### src/rtl/fpscr_unit_pkg.sv
package fpscr_unit_pkg;

   typedef enum logic [2:0] {
      FS_OP_TO_CR   = 3'd0,
      FS_OP_BIT_CLR = 3'd1,
      FS_OP_BIT_SET = 3'd2,
      FS_OP_FIELD   = 3'd3,
      FS_OP_IMM     = 3'd4
   } fs_op_e;

   localparam int unsigned POS_FX  = 31;
   localparam int unsigned POS_FEX = 30;
   localparam int unsigned POS_VX  = 29;
   localparam int unsigned POS_OX  = 28;
   localparam int unsigned POS_UX  = 27;
   localparam int unsigned POS_ZX  = 26;
   localparam int unsigned POS_XX  = 25;
   localparam int unsigned POS_VE  = 7;
   localparam int unsigned POS_OE  = 6;
   localparam int unsigned POS_UE  = 5;
   localparam int unsigned POS_ZE  = 4;
   localparam int unsigned POS_XE  = 3;
   localparam int unsigned POS_NI  = 2;

   // invalid-operation cause bits: 24..19 and 10..8
   localparam logic [31:0] VX_CAUSE_MASK = 32'h01F8_0700;
   // sticky bits that can raise the first-exception flag
   localparam logic [31:0] STICKY_NOFX   = VX_CAUSE_MASK | 32'h1E00_0000;
   // sticky bits cleared by a field read, first-exception flag included
   localparam logic [31:0] STICKY_ALL    = STICKY_NOFX | 32'h8000_0000;

endpackage

### src/rtl/fpscr_update_gen.sv
module fpscr_update_gen
   import fpscr_unit_pkg::*;
#(
   parameter int unsigned REG_W   = 32,
   parameter int unsigned NIB_W   = 4,
   parameter int unsigned SRC_W   = 64,
   parameter bit          HAS_EXT = 1'b1,
   localparam int unsigned REG_NIBS  = REG_W / NIB_W,
   localparam int unsigned ALL_NIBS  = SRC_W / NIB_W,
   localparam int unsigned FSEL_W    = $clog2(REG_NIBS),
   localparam int unsigned BIT_W     = $clog2(REG_W),
   localparam int unsigned NIB_IDX_W = $clog2(ALL_NIBS)
) (
   input  logic [2:0]          op_sel_i,
   input  logic                ext_mode_i,
   input  logic [FSEL_W-1:0]   fsel_i,
   input  logic [BIT_W-1:0]    bit_idx_i,
   input  logic [REG_NIBS-1:0] flm_i,
   input  logic                all_i,
   input  logic                hi_i,
   input  logic [NIB_W-1:0]    imm_i,
   input  logic [SRC_W-1:0]    src_i,
   input  logic [REG_W-1:0]    cur_i,
   output logic [REG_W-1:0]    raw_o,
   output logic                illegal_o,
   output logic                record_ok_o,
   output logic [NIB_W-1:0]    cr_nib_o
);

   fs_op_e op;
   assign op = fs_op_e'(op_sel_i);

   logic ext_eff;
   generate
      if (HAS_EXT) begin : g_ext
         assign ext_eff = ext_mode_i;
      end else begin : g_no_ext
         logic unused_ext;
         assign unused_ext = ext_mode_i;
         assign ext_eff    = 1'b0;
      end
   endgenerate

   // big-endian field numbering: selector s names nibble 7-s
   logic [FSEL_W-1:0] rd_idx;
   assign rd_idx   = FSEL_W'(REG_NIBS - 1) - fsel_i;
   assign cr_nib_o = cur_i[rd_idx*NIB_W +: NIB_W];

   logic [BIT_W-1:0] bit_pos;
   logic [REG_W-1:0] one_hot;
   assign bit_pos = BIT_W'(REG_W - 1) - bit_idx_i;
   assign one_hot = REG_W'(1) << bit_pos;

   logic prot_clr, prot_set;
   assign prot_clr = (bit_pos == BIT_W'(POS_FEX)) || (bit_pos == BIT_W'(POS_VX));
   assign prot_set = prot_clr || (bit_pos == BIT_W'(POS_NI));

   logic wide_bad;
   assign wide_bad = hi_i & ~ext_eff;

   logic [ALL_NIBS-1:0] fld_nmask, imm_nmask;
   logic [REG_NIBS-1:0] rd_nmask;
   logic [NIB_IDX_W-1:0] imm_idx;

   always_comb begin
      if (all_i)
         fld_nmask = ext_eff ? '1 : ALL_NIBS'({REG_NIBS{1'b1}});
      else
         fld_nmask = ALL_NIBS'(flm_i) << (hi_i ? REG_NIBS : 0);
      imm_idx   = (hi_i ? NIB_IDX_W'(REG_NIBS) : '0) + NIB_IDX_W'(REG_NIBS - 1)
                  - NIB_IDX_W'(fsel_i);
      imm_nmask = ALL_NIBS'(1) << imm_idx;
      rd_nmask  = REG_NIBS'(1) << rd_idx;
   end

   // nibbles above the stored word have no storage
   logic unused_hi;
   assign unused_hi = ^{fld_nmask[ALL_NIBS-1:REG_NIBS], imm_nmask[ALL_NIBS-1:REG_NIBS],
                        src_i[SRC_W-1:REG_W]};

   logic [REG_W-1:0] fld_bm, imm_bm, rd_bm;
   generate
      for (genvar i = 0; i < REG_NIBS; i++) begin : g_lane
         assign fld_bm[i*NIB_W +: NIB_W] = {NIB_W{fld_nmask[i]}};
         assign imm_bm[i*NIB_W +: NIB_W] = {NIB_W{imm_nmask[i]}};
         assign rd_bm[i*NIB_W +: NIB_W]  = {NIB_W{rd_nmask[i]}};
      end
   endgenerate

   always_comb begin
      raw_o       = cur_i;
      illegal_o   = 1'b0;
      record_ok_o = 1'b0;
      case (op)
         FS_OP_TO_CR:
            raw_o = cur_i & ~(rd_bm & STICKY_ALL);
         FS_OP_BIT_CLR: begin
            record_ok_o = 1'b1;
            if (!prot_clr) raw_o = cur_i & ~one_hot;
         end
         FS_OP_BIT_SET: begin
            record_ok_o = 1'b1;
            if (!prot_set) raw_o = cur_i | one_hot;
         end
         FS_OP_FIELD: begin
            illegal_o   = wide_bad;
            record_ok_o = ~wide_bad;
            if (!wide_bad) raw_o = (cur_i & ~fld_bm) | (src_i[REG_W-1:0] & fld_bm);
         end
         FS_OP_IMM: begin
            illegal_o   = wide_bad;
            record_ok_o = ~wide_bad;
            if (!wide_bad) raw_o = (cur_i & ~imm_bm) | ({REG_NIBS{imm_i}} & imm_bm);
         end
         default: raw_o = cur_i;
      endcase
   end

endmodule

### src/rtl/fpscr_summary.sv
module fpscr_summary
   import fpscr_unit_pkg::*;
#(
   parameter int unsigned REG_W = 32
) (
   input  logic [REG_W-1:0] cur_i,
   input  logic [REG_W-1:0] raw_i,
   output logic [REG_W-1:0] next_o
);

   logic [REG_W-1:0] rise;
   assign rise = raw_i & ~cur_i & STICKY_NOFX;

   always_comb begin
      next_o          = raw_i;
      next_o[POS_FX]  = raw_i[POS_FX] | (|rise);
      next_o[POS_VX]  = |(raw_i & VX_CAUSE_MASK);
      next_o[POS_FEX] = (next_o[POS_VX] & raw_i[POS_VE]) |
                        (raw_i[POS_OX]  & raw_i[POS_OE]) |
                        (raw_i[POS_UX]  & raw_i[POS_UE]) |
                        (raw_i[POS_ZX]  & raw_i[POS_ZE]) |
                        (raw_i[POS_XX]  & raw_i[POS_XE]);
   end

endmodule

### src/rtl/fpscr_unit.sv
module fpscr_unit
   import fpscr_unit_pkg::*;
#(
   parameter int unsigned REG_W   = 32,
   parameter int unsigned NIB_W   = 4,
   parameter int unsigned SRC_W   = 64,
   parameter bit          HAS_EXT = 1'b1,
   localparam int unsigned REG_NIBS = REG_W / NIB_W,
   localparam int unsigned FSEL_W   = $clog2(REG_NIBS),
   localparam int unsigned BIT_W    = $clog2(REG_W)
) (
   input  logic                clk,
   input  logic                rst_n,
   input  logic                op_valid_i,
   input  logic [2:0]          op_sel_i,
   input  logic                ext_mode_i,
   input  logic [FSEL_W-1:0]   fsel_i,
   input  logic [BIT_W-1:0]    bit_idx_i,
   input  logic [REG_NIBS-1:0] flm_i,
   input  logic                all_nib_i,
   input  logic                hi_half_i,
   input  logic [NIB_W-1:0]    imm_i,
   input  logic [SRC_W-1:0]    src_i,
   input  logic                rec_i,
   output logic [REG_W-1:0]    fpscr_o,
   output logic [NIB_W-1:0]    cr1_o,
   output logic [NIB_W-1:0]    cr_field_o,
   output logic                illegal_o
);

   generate
      if (REG_W != 32) begin : g_bad_width
         $error("fpscr_unit: bit layout needs REG_W of 32");
      end
      if (NIB_W * REG_NIBS != REG_W) begin : g_bad_nib
         $error("fpscr_unit: REG_W must be a multiple of NIB_W");
      end
      if (SRC_W < REG_W || SRC_W % NIB_W != 0) begin : g_bad_src
         $error("fpscr_unit: SRC_W must cover the word in whole nibbles");
      end
   endgenerate

   logic [REG_W-1:0] fpscr_q, raw_w, next_w;
   logic [NIB_W-1:0] cr1_q, cr_field_q, cr_nib_w;
   logic             illegal_q, illegal_w, record_ok_w, past_ok;

   fpscr_update_gen #(
      .REG_W(REG_W), .NIB_W(NIB_W), .SRC_W(SRC_W), .HAS_EXT(HAS_EXT)
   ) u_gen (
      .op_sel_i   (op_sel_i),
      .ext_mode_i (ext_mode_i),
      .fsel_i     (fsel_i),
      .bit_idx_i  (bit_idx_i),
      .flm_i      (flm_i),
      .all_i      (all_nib_i),
      .hi_i       (hi_half_i),
      .imm_i      (imm_i),
      .src_i      (src_i),
      .cur_i      (fpscr_q),
      .raw_o      (raw_w),
      .illegal_o  (illegal_w),
      .record_ok_o(record_ok_w),
      .cr_nib_o   (cr_nib_w)
   );

   fpscr_summary #(.REG_W(REG_W)) u_sum (
      .cur_i (fpscr_q),
      .raw_i (raw_w),
      .next_o(next_w)
   );

   always_ff @(posedge clk) begin
      if (!rst_n) begin
         fpscr_q    <= '0;
         cr1_q      <= '0;
         cr_field_q <= '0;
         illegal_q  <= 1'b0;
         past_ok    <= 1'b0;
      end else begin
         past_ok   <= 1'b1;
         illegal_q <= op_valid_i & illegal_w;
         if (op_valid_i) begin
            fpscr_q <= next_w;
            if (op_sel_i == FS_OP_TO_CR) cr_field_q <= cr_nib_w;
            if (rec_i && record_ok_w)    cr1_q      <= next_w[REG_W-1 -: NIB_W];
         end
      end
   end

   assign fpscr_o    = fpscr_q;
   assign cr1_o      = cr1_q;
   assign cr_field_o = cr_field_q;
   assign illegal_o  = illegal_q;

   p_fex_summary_r9: assert property (@(posedge clk) disable iff (!rst_n)
      fpscr_q[POS_FEX] == ((fpscr_q[POS_VX] & fpscr_q[POS_VE]) | (fpscr_q[POS_OX] & fpscr_q[POS_OE]) |
                           (fpscr_q[POS_UX] & fpscr_q[POS_UE]) | (fpscr_q[POS_ZX] & fpscr_q[POS_ZE]) |
                           (fpscr_q[POS_XX] & fpscr_q[POS_XE])));

   p_vx_summary_r10: assert property (@(posedge clk) disable iff (!rst_n)
      fpscr_q[POS_VX] == |(fpscr_q & VX_CAUSE_MASK));

   p_refused_keeps_r7: assert property (@(posedge clk) disable iff (!rst_n)
      past_ok && op_valid_i && illegal_w |=> $stable(fpscr_q) && illegal_q);

   p_read_only_clears_r3: assert property (@(posedge clk) disable iff (!rst_n)
      past_ok && op_valid_i && (op_sel_i == FS_OP_TO_CR) |=> (fpscr_q & ~$past(fpscr_q)) == '0);

   p_fx_on_rise_r11: assert property (@(posedge clk) disable iff (!rst_n)
      past_ok && op_valid_i |=> (((fpscr_q & ~$past(fpscr_q) & STICKY_NOFX) == '0) || fpscr_q[POS_FX]));

   p_idle_hold_r12: assert property (@(posedge clk) disable iff (!rst_n)
      past_ok && !op_valid_i |=> $stable(fpscr_q) && $stable(cr1_q));

endmodule

### config.mk
export PLATFORM = sky130hd
export DESIGN_NAME = fpscr_unit
export DESIGN_NICKNAME = d
export VERILOG_FILES = /design/src/rtl/fpscr_unit_pkg.sv /design/src/rtl/fpscr_update_gen.sv /design/src/rtl/fpscr_summary.sv /design/src/rtl/fpscr_unit.sv
export SDC_FILE = /design/constraint.sdc
export NUM_CORES = 1
export LEC_CHECK = 0
export BUFFER_PORTS_ARGS = -buffer_cell sky130_fd_sc_hd__buf_2
export CAP_MARGIN = 40
export CORE_MARGIN = 2
export CORE_UTILIZATION = 39
export CTS_CLUSTER_DIAMETER = 60
export DETAILED_ROUTE_END_ITERATION = 16
export PLACE_DENSITY = 0.7
export SYNTH_ARGS = -nofsm -noshare
export SYNTH_HDL_FRONTEND = slang
export SYNTH_SLANG_ARGS = --single-unit
### constraint.sdc
create_clock -name clk -period 4.7 [get_ports clk]
set_input_delay 0.705 -clock clk [delete_from_list [all_inputs] [get_ports clk]]
set_output_delay 0.705 -clock clk [all_outputs]
set_load 0.02 [all_outputs]
==> results.sh <==
export IMPL_outcome="finished, final reports clean"
export IMPL_via_per_inst=6.728
export IMPL_crit_start="fsel_i[0]"
export IMPL_r2r_end="cr1_o[2]"
export IMPL_cts_hold_buf=0
export IMPL_grt_pass1_wl_um=28250
export IMPL_cts_tree="done"
export IMPL_start_util_pct=39.86
export IMPL_yosysWarnings=0
export IMPL_layout_drive_gt1_share_pct=24.18
export IMPL_slew_limit_headroom_pct=36.48
export IMPL_p_leak_nw=1.825
export IMPL_synth_edf_count=0
export IMPL_critPathMaxFanout=21
export IMPL_ys_ff_latch=41
export IMPL_report_final_slew_viol_count=0
export IMPL_htree_levels=2
export IMPL_clock_path_buffers=2
export IMPL_r2r_slack_ps=2350
export IMPL_setup_viol=0
export IMPL_met1_usage_pct=43.82
export IMPL_critPathLaunchType="input pin"
export IMPL_period_share_pct=73.15
export IMPL_path_class="in2reg"
export IMPL_synth_cell_types=85
export IMPL_cts_resized_gates=0
export IMPL_tns_ps=0
export IMPL_grt_pass1_vias=4861
export IMPL_grt_max_degree=36
export IMPL_synth_top_area_share_pct=20.04
export IMPL_antenna_cells=0
export IMPL_arrival_ps=3610
export IMPL_wl_per_cell_um=24.35
export IMPL_multi_input_area_um2=2992
export IMPL_die_y_um=106.5
export IMPL_grt_use_total_pct=32.76
export IMPL_design_die_area_um2=11340
export IMPL_fmax_mhz=290.9
export IMPL_gr_usage_met2_pct=49.31
export IMPL_drc_errors=0
export IMPL_fin_nets=730
export IMPL_ys_seq_area_share_pct=20.04
export IMPL_syn_nets=660
export IMPL_finalHoldViolCount=0
export IMPL_coreArea_um2=10280
export IMPL_antenna_found_initial=0
export IMPL_ys_top_cells_by_area="dfxtp_1 (20%), a21oi_1 (8.2%), o21ai_0 (6.4%)"
export IMPL_clockRootBuffer="clkbuf_8"
export IMPL_r2r_cells=7
export IMPL_io_buffers=100
export IMPL_final_cells=773
export IMPL_syn_to_final_growth_pct=15.30
export IMPL_synth_largest_area_cell="dfxtp_1"
export IMPL_synth_area_per_cell_um2=7.238
export IMPL_netlist_instances=566
export IMPL_vdd_ir_drop_max_mv=0.1423
export IMPL_clk_pin_slew_ps=90
export IMPL_tightest_slew_ps=950.8
export IMPL_hpwlAfterDp_um=13460
export IMPL_async_flop_share_pct=0
export IMPL_dp_cells=765
export IMPL_clock_sinks=41
export IMPL_gp_congestion=0.9795
export IMPL_drt_wl_total_um=18820
export IMPL_use_met3_pct=8.155
export IMPL_cts_buffers=5
export IMPL_post_cts_buffers=0
export IMPL_cap_viol_max_count=0
export IMPL_syn_cell_area_um2=4096
export IMPL_p_per_area_nw_per_um2=228.5
export IMPL_skew_ps=8.593
export IMPL_hp_class="reg2reg"
export IMPL_synth_ff_type="dfxtp_1"
export IMPL_rows=37
export IMPL_period_needed_ps=3438
export IMPL_num_io_pins=135
export IMPL_gr_total_overflow=0
export IMPL_seq_area_um2=820.8
export IMPL_clk_latency_ps=310
export IMPL_die_w_um=106.5
export IMPL_rsz0062_at_grt="false"
export IMPL_reg2reg_from="fpscr_o[25]"
export IMPL_dr_total_vias=5201
export IMPL_fill_cells=1090
export IMPL_endpoint="cr1_o[2]"
export IMPL_cp_end_kind="flop"
export IMPL_drt_iter0_drc=614
export IMPL_total_power_mw=1.079
export IMPL_busiest_layer="met2"
export IMPL_drtPass1Iterations=7
export IMPL_antenna_left=0
export IMPL_required_ps=4870
[metal layers]
| layer | share of wire (%) | routed length (um) | vias up |
|---|---|---|---|
| met1 | 39 | 7428 | 2427 |
| met3 | 13 | 2434 | 66 |
| met5 | 0 | 0 | - |
| met2 | 43 | 8117 | 400 |
| met4 | 4.5 | 841 | 0 |
| li1 | - | - | 2308 |
[how the worst min path moves through the flow]
stage / startpoint / endpoint / slack, ps / depth (start not counted)
after floorplan: cr_field_o[0] / cr_field_o[0] / 570 / 2
after global placement: cr_field_o[2] / cr_field_o[2] / 490 / 2
after detailed placement: cr1_o[0] / cr1_o[0] / 490 / 2
after CTS: cr_field_o[1] / cr_field_o[1] / 510 / 2
after global routing: cr_field_o[1] / cr_field_o[1] / 530 / 2
final: cr_field_o[2] / cr_field_o[2] / 500 / 2
[worst max-delay path, stage by stage]
cell and delay, ps:
buf_2 470, nor4b_2 480, mux2_2 380, o21ai_0 140
a21oi_1 100, a211oi_1 300, a211oi_1 110, nor4b_1 710
a31oi_1 180
[Yosys cell counts (all sizes together) (6+ instances only)]
| library cell | n |
|---|---|
| dfxtp | 41 |
| mux4 | 8 |
| and3 | 6 |
| o22ai | 13 |
| nor2 | 58 |
| nor3b | 9 |
| a21oi | 67 |
| nor3 | 20 |
| clkbuf | 19 |
| nand3 | 18 |
| nor2b | 7 |
| a31oi | 20 |
| nand4 | 7 |
| mux2i | 9 |
| a22oi | 6 |
| buf | 28 |
| nand2b | 10 |
| o21ai | 55 |
| inv | 13 |
| a311oi | 7 |
| a211oi | 7 |
| nand2 | 46 |
[power by group]
part,internal [mW],switching [mW]
clock network,0.173,0.138
logic,0.128,0.245
registers,0.364,0.0311
[cell families after synthesis]
kind of cell	synth area share [%]
DFF	20.04
muxes	7.147
buffers and inverters	6.933
and+or+nand+nor	27.98
AOI/OAI and AO/OA	37.69
xor gates and xnor gates	0.2138
[through the flow]
step | utilization (%) | hold WS (ps) | setup WS (ps) | area (um2)
detailed placement | 44.83 | 489.2 | 1054 | 4607
CTS | 45.96 | 510.0 | 1370 | 4723
global route | 45.96 | 527.6 | 1153 | 4723
global placement | 44.75 | 488.9 | 1085 | 4599
floorplan | - | 569.1 | 1983 | 4096
finish | 45.96 | 504.4 | 1262 | 4723
[layout by cell type, fill, tap and decap left out, types with 9 or more instances in the layout]
cell,n
a31oi_1,19
nor3_1,17
a21oi_1,67
buf_4,10
nand2_1,46
buf_2,100
nand2b_1,10
inv_1,11
nand3_1,18
nor2_1,57
o21ai_0,52
o22ai_1,13
dfxtp_1,41
mux2i_1,9
[layout make-up]
cell class | instances | share of cell area [%]
clock buffer | 7 | 1.828
clock inverter | 1 | 0.6358
inverter | 13 | 1.033
multi-input combinational | 465 | 63.34
sequential | 41 | 17.38
tap | 136 | 3.603
timing repair buffer | 110 | 12.19
(Power assumes the default switching activity.)
